File: config.mk
export PLATFORM = sky130hd
export DESIGN_NAME = tmr_cc_channel
export DESIGN_NICKNAME = d
export VERILOG_FILES = /design/src/rtl/tmr_cc_pkg.sv /design/src/rtl/cc_buffer.sv /design/src/rtl/cc_ref_gen.sv /design/src/rtl/cc_deadtime.sv /design/src/rtl/tmr_cc_channel.sv
export SDC_FILE = /design/constraint.sdc
export NUM_CORES = 1
export LEC_CHECK = 0
export BUFFER_PORTS_ARGS = -buffer_cell sky130_fd_sc_hd__buf_2
export CORE_UTILIZATION = 50
export CTS_BUF_LIST = sky130_fd_sc_hd__clkbuf_2
export DETAILED_ROUTE_END_ITERATION = 8
export GPL_ROUTABILITY_DRIVEN = 0
export PLACE_DENSITY = 0.86
export SLEW_MARGIN = 20
export SYNTH_ARGS = -nofsm -noshare
export SYNTH_HDL_FRONTEND = slang
export SYNTH_SLANG_ARGS = --single-unit
File: constraint.sdc
create_clock -name clk -period 4.5 [get_ports clk]
set_clock_uncertainty 0.1 [all_clocks]
set_input_delay 0 -clock clk [delete_from_list [all_inputs] [get_ports clk]]
set_output_delay 0 -clock clk [all_outputs]
set_load 0.005 [all_outputs]
File: src/rtl/tmr_cc_pkg.sv
package tmr_cc_pkg;
    localparam logic [3:0] MODE_FROZEN = 4'd0;
    localparam logic [3:0] MODE_SET    = 4'd1;
    localparam logic [3:0] MODE_CLR    = 4'd2;
    localparam logic [3:0] MODE_TOG    = 4'd3;
    localparam logic [3:0] MODE_LOW    = 4'd4;
    localparam logic [3:0] MODE_HIGH   = 4'd5;
    localparam logic [3:0] MODE_PWM_HI = 4'd6;
    localparam logic [3:0] MODE_PWM_LO = 4'd7;

    localparam int LANE_MAIN = 0;
    localparam int LANE_COMP = 1;
    localparam int NUM_LANES = 2;

    typedef struct packed {
        logic gt;
        logic eq;
    } cmp_flags_t;
endpackage

File: src/rtl/cc_buffer.sv
module cc_buffer #(
    parameter int CW = 16
) (
    input  logic          clk,
    input  logic          rst_n,
    input  logic [CW-1:0] cnt_i,
    input  logic          wr_en_i,
    input  logic [CW-1:0] wr_data_i,
    input  logic          preload_en_i,
    input  logic          upd_i,
    input  logic          cap_mode_i,
    input  logic          cap_in_i,
    output logic [CW-1:0] preload_o,
    output logic [CW-1:0] work_o
);
    typedef struct packed {
        logic [CW-1:0] pre;
        logic [CW-1:0] work;
        logic          copy;
        logic          cap_prev;
    } buf_t;

    buf_t q, d;
    logic cap_edge;

    always_comb begin
        d        = q;
        cap_edge = cap_mode_i && cap_in_i && !q.cap_prev;
        d.cap_prev = cap_in_i;
        d.copy     = cap_edge;
        if (q.copy)       d.pre = q.work;
        else if (wr_en_i) d.pre = wr_data_i;
        if (cap_mode_i) begin
            if (cap_edge) d.work = cnt_i;
        end else if (!preload_en_i && wr_en_i) begin
            d.work = wr_data_i;
        end else if (preload_en_i && upd_i) begin
            d.work = q.pre;
        end
    end

    always_ff @(posedge clk or negedge rst_n) begin
        if (!rst_n) q <= '0;
        else        q <= d;
    end

    assign preload_o = q.pre;
    assign work_o    = q.work;


    work_direct_chk: assert property (@(posedge clk) disable iff (!rst_n)
        (!cap_mode_i && !preload_en_i && wr_en_i) |=> work_o == $past(wr_data_i));

    work_hold_chk: assert property (@(posedge clk) disable iff (!rst_n)
        (!cap_mode_i && preload_en_i && !upd_i) |=> $stable(work_o));

    cap_latch_chk: assert property (@(posedge clk) disable iff (!rst_n)
        (cap_mode_i && cap_in_i && !q.cap_prev) |=> work_o == $past(cnt_i));

    cap_copy_chk: assert property (@(posedge clk) disable iff (!rst_n)
        q.copy |=> preload_o == $past(work_o));
endmodule

File: src/rtl/cc_ref_gen.sv
module cc_ref_gen
    import tmr_cc_pkg::*;
#(
    parameter int CW = 16
) (
    input  logic          clk,
    input  logic          rst_n,
    input  logic [CW-1:0] cnt_i,
    input  logic [CW-1:0] work_i,
    input  logic          cap_mode_i,
    input  logic [3:0]    mode_i,
    output logic          ref_o,
    output logic          ref_next_o
);
    cmp_flags_t flags;
    logic ref_d, ref_q, cnt_lt;

    always_comb begin
        flags.gt = cnt_i > work_i;
        flags.eq = cnt_i == work_i;
        cnt_lt   = !flags.gt && !flags.eq;
        ref_d    = ref_q;
        if (!cap_mode_i) begin
            case (mode_i)
                MODE_SET:    if (flags.eq) ref_d = 1'b1;
                MODE_CLR:    if (flags.eq) ref_d = 1'b0;
                MODE_TOG:    if (flags.eq) ref_d = !ref_q;
                MODE_LOW:    ref_d = 1'b0;
                MODE_HIGH:   ref_d = 1'b1;
                MODE_PWM_HI: ref_d = cnt_lt;
                MODE_PWM_LO: ref_d = !cnt_lt;
                default:     ref_d = ref_q;
            endcase
        end
    end

    always_ff @(posedge clk or negedge rst_n) begin
        if (!rst_n) ref_q <= 1'b0;
        else        ref_q <= ref_d;
    end

    assign ref_o      = ref_q;
    assign ref_next_o = ref_d;


    force_low_chk: assert property (@(posedge clk) disable iff (!rst_n)
        (!cap_mode_i && mode_i == MODE_LOW) |=> !ref_o);

    force_high_chk: assert property (@(posedge clk) disable iff (!rst_n)
        (!cap_mode_i && mode_i == MODE_HIGH) |=> ref_o);

    cap_hold_ref_chk: assert property (@(posedge clk) disable iff (!rst_n)
        cap_mode_i |=> $stable(ref_o));
endmodule

File: src/rtl/cc_deadtime.sv
module cc_deadtime
    import tmr_cc_pkg::*;
#(
    parameter int DTW = 8
) (
    input  logic                 clk,
    input  logic                 rst_n,
    input  logic                 ref_i,
    input  logic                 ref_next_i,
    input  logic [DTW-1:0]       dead_i,
    input  logic                 moe_i,
    input  logic [NUM_LANES-1:0] en_i,
    input  logic [NUM_LANES-1:0] pol_i,
    output logic [NUM_LANES-1:0] out_o
);
    logic [DTW-1:0]       dt_d, dt_q;
    logic                 settled;
    logic [NUM_LANES-1:0] lane_act;

    always_comb begin
        if (ref_next_i != ref_i) dt_d = '0;
        else if (dt_q < dead_i)  dt_d = dt_q + 1'b1;
        else                     dt_d = dt_q;
    end

    always_ff @(posedge clk or negedge rst_n) begin
        if (!rst_n) dt_q <= '0;
        else        dt_q <= dt_d;
    end

    assign settled = dt_q >= dead_i;

    for (genvar g = 0; g < NUM_LANES; g++) begin : g_lane
        localparam logic ACT_LVL = (g == LANE_MAIN);
        assign lane_act[g] = (ref_i == ACT_LVL) && settled;
        assign out_o[g]    = (moe_i && en_i[g]) ? (lane_act[g] ^ pol_i[g]) : pol_i[g];
    end


    no_overlap_chk: assert property (@(posedge clk) disable iff (!rst_n)
        !(lane_act[LANE_MAIN] && lane_act[LANE_COMP]));

    dead_delay_chk: assert property (@(posedge clk) disable iff (!rst_n)
        ($rose(ref_i) && dead_i != '0) |-> !lane_act[LANE_MAIN]);

    gate_off_chk: assert property (@(posedge clk) disable iff (!rst_n)
        !moe_i |-> out_o == pol_i);
endmodule

File: src/rtl/tmr_cc_channel.sv
module tmr_cc_channel
    import tmr_cc_pkg::*;
#(
    parameter int CW  = 16,
    parameter int DTW = 8
) (
    input  logic           clk,
    input  logic           rst_n,
    input  logic [CW-1:0]  cnt_i,
    input  logic           wr_en_i,
    input  logic [CW-1:0]  wr_data_i,
    output logic [CW-1:0]  rd_data_o,
    input  logic           preload_en_i,
    input  logic           upd_i,
    input  logic           cap_mode_i,
    input  logic           cap_in_i,
    input  logic [3:0]     mode_i,
    input  logic [DTW-1:0] dead_i,
    input  logic           moe_i,
    input  logic           en_main_i,
    input  logic           en_comp_i,
    input  logic           pol_main_i,
    input  logic           pol_comp_i,
    output logic           ref_o,
    output logic           out_main_o,
    output logic           out_comp_o
);
    logic [CW-1:0]        work;
    logic                 ref_next;
    logic [NUM_LANES-1:0] outs;

    cc_buffer #(.CW(CW)) u_buf (
        .clk(clk), .rst_n(rst_n), .cnt_i(cnt_i), .wr_en_i(wr_en_i),
        .wr_data_i(wr_data_i), .preload_en_i(preload_en_i), .upd_i(upd_i),
        .cap_mode_i(cap_mode_i), .cap_in_i(cap_in_i),
        .preload_o(rd_data_o), .work_o(work)
    );

    cc_ref_gen #(.CW(CW)) u_ref (
        .clk(clk), .rst_n(rst_n), .cnt_i(cnt_i), .work_i(work),
        .cap_mode_i(cap_mode_i), .mode_i(mode_i),
        .ref_o(ref_o), .ref_next_o(ref_next)
    );

    cc_deadtime #(.DTW(DTW)) u_dt (
        .clk(clk), .rst_n(rst_n), .ref_i(ref_o), .ref_next_i(ref_next),
        .dead_i(dead_i), .moe_i(moe_i),
        .en_i({en_comp_i, en_main_i}), .pol_i({pol_comp_i, pol_main_i}),
        .out_o(outs)
    );

    assign out_main_o = outs[LANE_MAIN];
    assign out_comp_o = outs[LANE_COMP];
endmodule

**After elaboration in Yosys (flattened, before gate mapping)**

Index checks and enable logic that the tools add are counted.

- Register bits after elaboration: 43
- Bits of input ports: 56
- Output and inout bits: 19

- Add/sub/neg operators: 1
- Order comparisons: 3
- Equality and inequality tests: 10
- Muxes and demuxes: 15
- Bitwise logic cells: 3
- Reduce and logical (&&, ||, !) cells: 19

Operators with widths:

| operator | count |
|---|---|
| $mux W16 | 6 |
| $eq A16 B16 Y1 | 1 |
| $eq A4 B3 Y1 const B | 4 |
| $gt A16 B16 Y1 | 1 |
| $mux W8 | 2 |
| $logic_and A1 B1 Y1 | 9 |
| $add A8 B1 Y8 const B | 1 |
| $eq A4 B2 Y1 const B | 2 |
| $ge A8 B8 Y1 | 1 |
| $lt A8 B8 Y1 | 1 |
| $pmux W1 S7 | 1 |
| $logic_not A1 Y1 | 6 |
| $mux W1 | 6 |
| $eq A4 B1 Y1 const B | 1 |
| $reduce_bool A2 Y1 | 2 |
| $reduce_bool A3 Y1 | 1 |
| $ne A2 B1 Y1 const B | 1 |
| $reduce_and A2 Y1 | 1 |
| $xor A1 B1 Y1 | 2 |
| $ne A1 B1 Y1 | 1 |
| $not A1 Y1 | 1 |

**Logic depth before layout (Yosys ltp)**

Gate-level depths: netlist (run 1).

- Depth in word-level cells: 8
- Mapped depth: 12

**Cells and area by module**

From an unflattened synthesis (run 1), not the netlist that was laid out.

- Cell total of the unflattened synthesis: 359
- Area, all modules: 3304.4 um^2

Modules (own cells, without submodules):

| module | instances | cells an instance | area an instance (um^2) |
|---|---|---|---|
| cc_buffer | 1 | 200 | 2055.7 |
| cc_deadtime | 1 | 84 | 691.9 |
| cc_ref_gen | 1 | 75 | 556.8 |

**Worst setup path after synthesis (run 1)**

OpenSTA, ideal clock, no wires.

- Path type: reg-to-reg
- Start: reg u_buf.q, in the netlist u_buf.work_o[14]
- End: reg u_dt.dt_q[0]
- Arrival time: 2.457 ns
- Data required time: 4.314 ns
- Path slack: 1.857 ns
- Cell stages (with the launch flop): 13
- Clock period less this slack: 2.643 ns
- Cells stage by stage: dfrtp_1 -> inv_1 -> ha_1 -> nand4_1 -> nor4_1 -> nand2_1 -> ha_1 -> nor2b_1 -> o21ai_0 -> a21boi_0 -> mux2i_1 -> a31o_2 -> nor3_1

- Cells in the longest elaborated chain, start to end: 8
- Elaborated cells between the ends (all ways): 14
- Classes of those cells: 1 x order compare; 2 x eq/ne; 6 x mux; 5 x reduce/logical

Ends and longest elaborated chain:

| item | RTL line | RTL |
|---|---|---|
| from (decl) | cc_buffer.sv:23 | `buf_t q, d;` |
| from (signal assigned) | cc_buffer.sv:43 | `if (!rst_n) q <= '0;` |
| from (signal assigned) | cc_buffer.sv:44 | `else q <= d;` |
| $gt A16 B16 Y1 or $eq A16 B16 Y1 (tied branches) | cc_ref_gen.sv:19, cc_ref_gen.sv:20 |  |
| $logic_not A1 Y1 | cc_ref_gen.sv:21 | `cnt_lt = !flags.gt && !flags.eq;` |
| $logic_and A1 B1 Y1 | cc_ref_gen.sv:21 |  |
| $logic_not A1 Y1 | cc_ref_gen.sv:31 | `MODE_PWM_LO: ref_d = !cnt_lt;` |
| $pmux W1 S7 * | cc_ref_gen.sv:24 | `case (mode_i)` |
| $mux W1 * | cc_ref_gen.sv:23 | `if (!cap_mode_i) begin` |
| $ne A1 B1 Y1 * | cc_deadtime.sv:21 | `if (ref_next_i != ref_i) dt_d = '0;` |
| $mux W8 or $reduce_bool A2 Y1 (tied branches) | -- |  |
| to (signal assigned) | cc_deadtime.sv:28 | `else dt_q <= dt_d;` |
| to (decl) | cc_deadtime.sv:16 | `logic [DTW-1:0] dt_d, dt_q;` |

Mark *: on every way between the ends. The rest lies on a longest branch, timed or not.
A chain may end at the register's enable or synchronous reset.

**Final worst setup path (run 1)**

- Start: reg u_buf.q, in the netlist u_buf.work_o[0]
- End: reg u_ref.ref_q (netlist: u_ref.ref_o)

- Cells in the longest elaborated chain, start to end: 6
- Elaborated cells between the ends (all ways): 11
- Classes of those cells: 1 x order compare; 1 x eq/ne; 5 x mux; 4 x reduce/logical

Ends and longest elaborated chain:

| item | RTL line | RTL |
|---|---|---|
| $gt A16 B16 Y1 or $eq A16 B16 Y1 (tied branches) | cc_ref_gen.sv:19, cc_ref_gen.sv:20 |  |
| $logic_not A1 Y1 | cc_ref_gen.sv:21 |  |
| $logic_and A1 B1 Y1 | cc_ref_gen.sv:21 |  |
| $logic_not A1 Y1 | cc_ref_gen.sv:31 |  |
| $pmux W1 S7 * | cc_ref_gen.sv:24 |  |
| $mux W1 * | cc_ref_gen.sv:23 |  |
| net ref_next | tmr_cc_channel.sv:29 | `logic ref_next;` |
| to (signal assigned) | cc_ref_gen.sv:39 | `else ref_q <= ref_d;` |
| to (decl) | cc_ref_gen.sv:16 | `logic ref_d, ref_q, cnt_lt;` |

The timed path passes the listed nets; every way through them passes the cells marked *.

==> metrics.cfg, run 1 <==
[outcome]
status=finished, final reports clean

[finish]
fin_util_pct=63.5
final_layout_size_suffix_gt1_share_pct=20.0
n_antenna_cell=0
layout_commonest_cell=buf_2
syn_to_final_growth_pct=23.2
layout_common_cells=buf_2, nand2_1, o21ai_0
fin_nets=524

[global_routing]
antenna_found_initial=0
grt_pass1_vias=2873
grt_max_degree=44
grt.overflow.total=0
grt_usage_pct=25.5
grt_pass1_wl_um=12600

[place]
dp_hpwl_um=5130
io_buffers=74
place_ws_ps=1440

[floorplan]
coreArea_sq_um=5920
rows=28
ioPinCount=75
die_area_sq_um=6420
die_h_um=80.1
start_util_pct=51.6
dieWidth_um=80.1

[synthesis]
syn_area_sq_um=3050
synth-seq-cells=43
yosysUniqueCellTypes=38
syn_inst=352
async_reset_ff_share_pct=100
seq_area_frac_synth_pct=35.2
synth_warnings=0
synth-edff-count=0
postSynthAreaPerCell_sq_um=8.67
synth_top_flop_cell=dfrtp_1
synth_nets=435

[route]
drc=0
detail-route-antenna-nets=0
vias=2815
first_pass_iters=5
vias_per_cell=5.47
wl_per_cell_um=14.9
first_iter_violations=145
drt-total-wl_um=7680

[timing]
setup_viol=0
tns_ps=0
finalCritPeriodShare_pct=81.8
slew_violations=0
min_period_ps=3680
whs_ps=23.6
worst_pin_slew_ps=971
setup_ws_ps=820
finalHoldViolations=0
relSlewSlack_pct=35.3
rsz0062_at_grt=false
clock.fmax_ghz=0.272

[critical_path]
endpoint_kind=flop
slowest_delay_ps=600
cpMostUsedCell=dlygate4sd3_1
worstPathCellList=ha_1, nand2b_4, a2111o_1, a32o_1, or3_4, a2111oi_0, dlygate4sd3_1, o21bai_1, dlygate4sd3_1
r2r_cells=9
r2r_slack_ps=820
reg2reg_from=u_buf.work_o[0]$_DFFE_PN0P_
path_max_fanout=3
slowest_stage=dlygate4sd3_1
cp-start-kind=flop
worstPathRequired_ps=4760
crit_type=reg2reg
r2r_end=u_ref.ref_o$_DFF_PN0_
worstPathArrival_ps=3940

[hold_path]
min_to=u_dt.dt_q[6]$_DFFE_PN0P_
hp-class=in2reg
hold_path.startpoint=mode_i[1]
holdPathStages=4

[run]
drv_cap=0

[cts]
worstSkewPairLatency_ps=400
cts_tree=yes
postCtsSetupBuffers=0
cts_max_level=2
path_clk_slew_ps=200
clock_path_buffers=2
clock-sinks=43
root_buffer=clkbuf_2
cts_buffers=5

[pwr]
p_per_area_nw_per_um2=288
power_w=0.00108
irDropWorstVdd_mv=0.137
power_leakage_nw=1.87

==> layer usage <==
metal	vias to the layer above	track usage, %	part of all wire, %
met5	-	0	0
met4	0	9.82	2.6
met3	20	3.98	4.1
met2	99	46.8	52
met1	1318	29.6	41
li1	1378	-	-
==> area by class of cell <==
cell class / count / area [sq um]
Multi-Input combinational cell: 252 / 1700
Sequential cell: 43 / 1080
Timing Repair Buffer: 113 / 761
Clock buffer: 6 / 30.0
Fill cell: 481 / 2160
Inverter: 26 / 97.6
Tap cell: 75 / 93.8
==> synthesized netlist by cell type (all sizes together) (6+ instances only) <==
master / count / area share (%)
a21oi: 13 / 2.1
clkbuf: 13 / 1.6
dfrtp: 43 / 35
mux2i: 34 / 11
nand4: 6 / 1.2
nand2: 59 / 7.3
inv: 26 / 3.2
buf: 18 / 4.3
nor3: 10 / 1.6
ha: 27 / 11
o21ai: 54 / 8.9
xnor2: 9 / 2.6
==> critical path: cells and delay by family, from the launching register on <==
kind	cells	cell delay, ps
and+or+nand+nor	2	500
AOI/OAI and AO/OA	4	1160
adders and majority gates	1	290
DFF	1	450
buffers and inverters	2	1160
==> how the worst max path moves through the flow <==
stage	from	end	slack, ps	cells past startpoint
CTS	u_buf.work_o[0]$_DFFE_PN0P_	u_ref.ref_o$_DFF_PN0_	840	9
detailed placement	u_buf.work_o[11]$_DFFE_PN0P_	u_dt.dt_q[1]$_DFFE_PN0P_	1440	12
floorplan	u_buf.work_o[14]$_DFFE_PN0P_	u_dt.dt_q[0]$_DFFE_PN0P_	1860	12
global route	u_buf.work_o[0]$_DFFE_PN0P_	u_ref.ref_o$_DFF_PN0_	670	9
finish	u_buf.work_o[0]$_DFFE_PN0P_	u_ref.ref_o$_DFF_PN0_	820	9
global placement	u_buf.work_o[14]$_DFFE_PN0P_	u_dt.dt_q[4]$_DFFE_PN0P_	1710	12
==> through the flow <==
| step | std cells | cell area (sq um) |
|---|---|---|
| final | 515 | 3760 |
| after CTS | 515 | 3760 |
| after global routing | 515 | 3760 |
| after floorplan | 352 | 3050 |
| after global placement | 470 | 3340 |
| after detailed placement | 470 | 3340 |
==> power breakdown <==
group / internal, W / total (W) / switching [W] / leakage (nW)
clock: 0.0000351 / 0.000152 / 0.000117 / 0.0249
sequential: 0.000455 / 0.000518 / 0.0000637 / 0.531
combinational: 0.000198 / 0.000411 / 0.000213 / 1.31
==> sequential cells by signal (all words and copies together) (netlist names) <==
register / flops
u_ref.ref_o: 1
u_dt.dt_q: 8
u_buf.work_o: 16
u_buf.q: 2
u_buf.preload_o: 16
==> what timing repair did <==
item | CTS | global route
endpoints found under the setup margin | 0 | 0
hold buffers | 39 | 0
endpoints found under the hold margin | 79 | 0
resized for setup | 0 | 0
==> logic make-up (layout without fill, tap and decap cells) <==
group | Yosys count | in the layout | share of synthesized area (%)
buf+inv | 57 | 145 | 9.06
flops | 43 | 43 | 35.2
fa+ha+maj | 27 | 27 | 11.1
mux | 35 | 35 | 11.5
xor+xnor | 9 | 9 | 2.58
simple gates | 105 | 105 | 16.6
compound gates | 76 | 76 | 14.0
(Power assumes the default switching activity.)
==> inputs of run 2 (changes only) <==
==> constraint.sdc (replaced) <==
create_clock -name clk -period 3.4 [get_ports clk]
set_clock_uncertainty 0.1 [all_clocks]
set_input_delay 0 -clock clk [delete_from_list [all_inputs] [get_ports clk]]
set_output_delay 0 -clock clk [all_outputs]
set_load 0.005 [all_outputs]
==> run 2 against run 1 <==
  * First-iteration DRC count is 16% higher
  * Setup slack got worse by 650 ps
  * Sequential power up 33%
  * Highest routed layer unchanged
  * Maximum frequency grew 14%
  * Critical endpoint unchanged
==> metrics.cfg, run 2 (same netlist as run 1, synthesis figures left out) <==
[outcome]
status=finished, final reports clean

[finish]
layout_commonest_cell=buf_2
final_layout_size_suffix_gt1_share_pct=20.3
fin_util_pct=64.0
fin_nets=526
layout_common_cells=buf_2, nand2_1, o21ai_0
syn_to_final_growth_pct=24.1
n_antenna_cell=0
layoutNonFillerInstCount=519
n_fill_cell=478

[timing]
min_period_ps=3230
clock.fmax_ghz=0.310
finalCritPeriodShare_pct=95.0
relSlewSlack_pct=36.7
worst_pin_slew_ps=950
setup_ws_ps=172
finalHoldViolations=0
rsz0062_at_grt=false
tns_ps=0
setup_viol=0
slew_violations=0

[hold_path]
holdPathStages=3
hp-class=in2reg

[cts]
cts_resized=0
clock-sinks=43
cts_tree=yes
cts_max_level=2
postCtsSetupBuffers=0
path_clk_slew_ps=240
clock_path_buffers=2
worstSkewPairLatency_ps=430
root_buffer=clkbuf_2
ctsHoldBuffers=40
cts_buffers=5

[floorplan]
start_util_pct=51.6
die_h_um=80.1
dieWidth_um=80.1
rows=28
ioPinCount=75
die_area_sq_um=6420
coreArea_sq_um=5920

[critical_path]
endpoint_kind=flop
crit_type=reg2reg
r2r_cells=8
path_max_fanout=3
worstPathRequired_ps=3650
slowest_delay_ps=610
cp-start-kind=flop
worstPathCellList=ha_1, nand2b_4, a2111o_1, a32o_1, or3_4, a2111oi_0, dlygate4sd3_1, o21bai_1
worstPathArrival_ps=3480
slowest_stage=dlygate4sd3_1

[route]
first_pass_iters=4
first_iter_violations=168
wl_per_cell_um=14.7
drt-total-wl_um=7630
detail-route-antenna-nets=0
vias=2849
drc=0
vias_per_cell=5.49

[pwr]
p_per_area_nw_per_um2=383
power_leakage_nw=1.88
irDropWorstVdd_mv=0.164

[place]
place_ws_ps=368
dp_hpwl_um=5140
io_buffers=74
dpl.cell_count=471

[global_routing]
grt_usage_pct=24.7
grt_pass1_wl_um=12300
grt_pass1_vias=2851
grt_max_degree=44
grt.overflow.total=0
antenna_found_initial=0

[run]
drv_cap=0

[run 2: cell count changes in the layout (fill, tap and decap cells not counted), sizes merged]
cell,delta
dlygate4sd3,+1
buf,+1
clkinv,+1
clkinvlp,+1
[run 2: report_power, final]
group | leakage, nW | switching, W | internal [W]
Sequential | 0.531 | 0.0000864 | 0.000602
Combinational | 1.32 | 0.000278 | 0.000260
Clock | 0.0290 | 0.000174 | 0.0000523
Total | 1.88 | 0.000538 | 0.000914
[run 2: critical path, delay by kind of cell (launching register included)]
family / cells / cell delay (ps)
adders and majority gates: 1 / 300
and+or+nand+nor: 2 / 500
DFF: 1 / 460
AOI/OAI and AO/OA: 4 / 1180
buffers and inverters: 1 / 610
[run 2: worst paths after layout]
check                                             endpoint                          from  slack, ps
max                                  u_ref.ref_o$_DFF_PN0_   u_buf.work_o[0]$_DFFE_PN0P_        170
min                        u_buf.preload_o[13]$_DFFE_PN0P_                       wr_en_i         30
max reg2reg                          u_ref.ref_o$_DFF_PN0_   u_buf.work_o[0]$_DFFE_PN0P_        170
min reg2reg                u_buf.preload_o[15]$_DFFE_PN0P_  u_buf.work_o[15]$_DFFE_PN0P_        390
max in group asynchronous         u_dt.dt_q[0]$_DFFE_PN0P_                         rst_n       2480
min in group asynchronous   u_buf.preload_o[4]$_DFFE_PN0P_                         rst_n        110
[run 2: area by class of cell]
type                            count  area, sq um  area share (%)
Tap cell                           75         93.8            2.48
Clock inverter                      2         12.5           0.330
Clock buffer                        6         30.0           0.793
Timing Repair Buffer              115          778            20.5
Inverter                           26         97.6            2.58
Sequential cell                    43         1080            28.4
Multi-Input combinational cell    252         1700            44.9
[run 2: stage by stage]
step                      power [W]  instance area (sq um)  hold slack (ps)
after global placement      0.00115                   3350             22.9
after floorplan             0.00104                   3050             -396
after CTS                   0.00144                   3790             29.1
after global routing        0.00156                   3790             24.7
after detailed placement    0.00118                   3350             26.1
final                       0.00145                   3790             29.3
[run 2: layer usage]
layer | share of wire [%] | global-route usage, % | vias up
met5 | 0 | 0 | -
met4 | 3.6 | 12.3 | 0
met3 | 5.1 | 4.55 | 29
met2 | 50 | 43.6 | 103
met1 | 41 | 28.6 | 1327
li1 | - | - | 1390
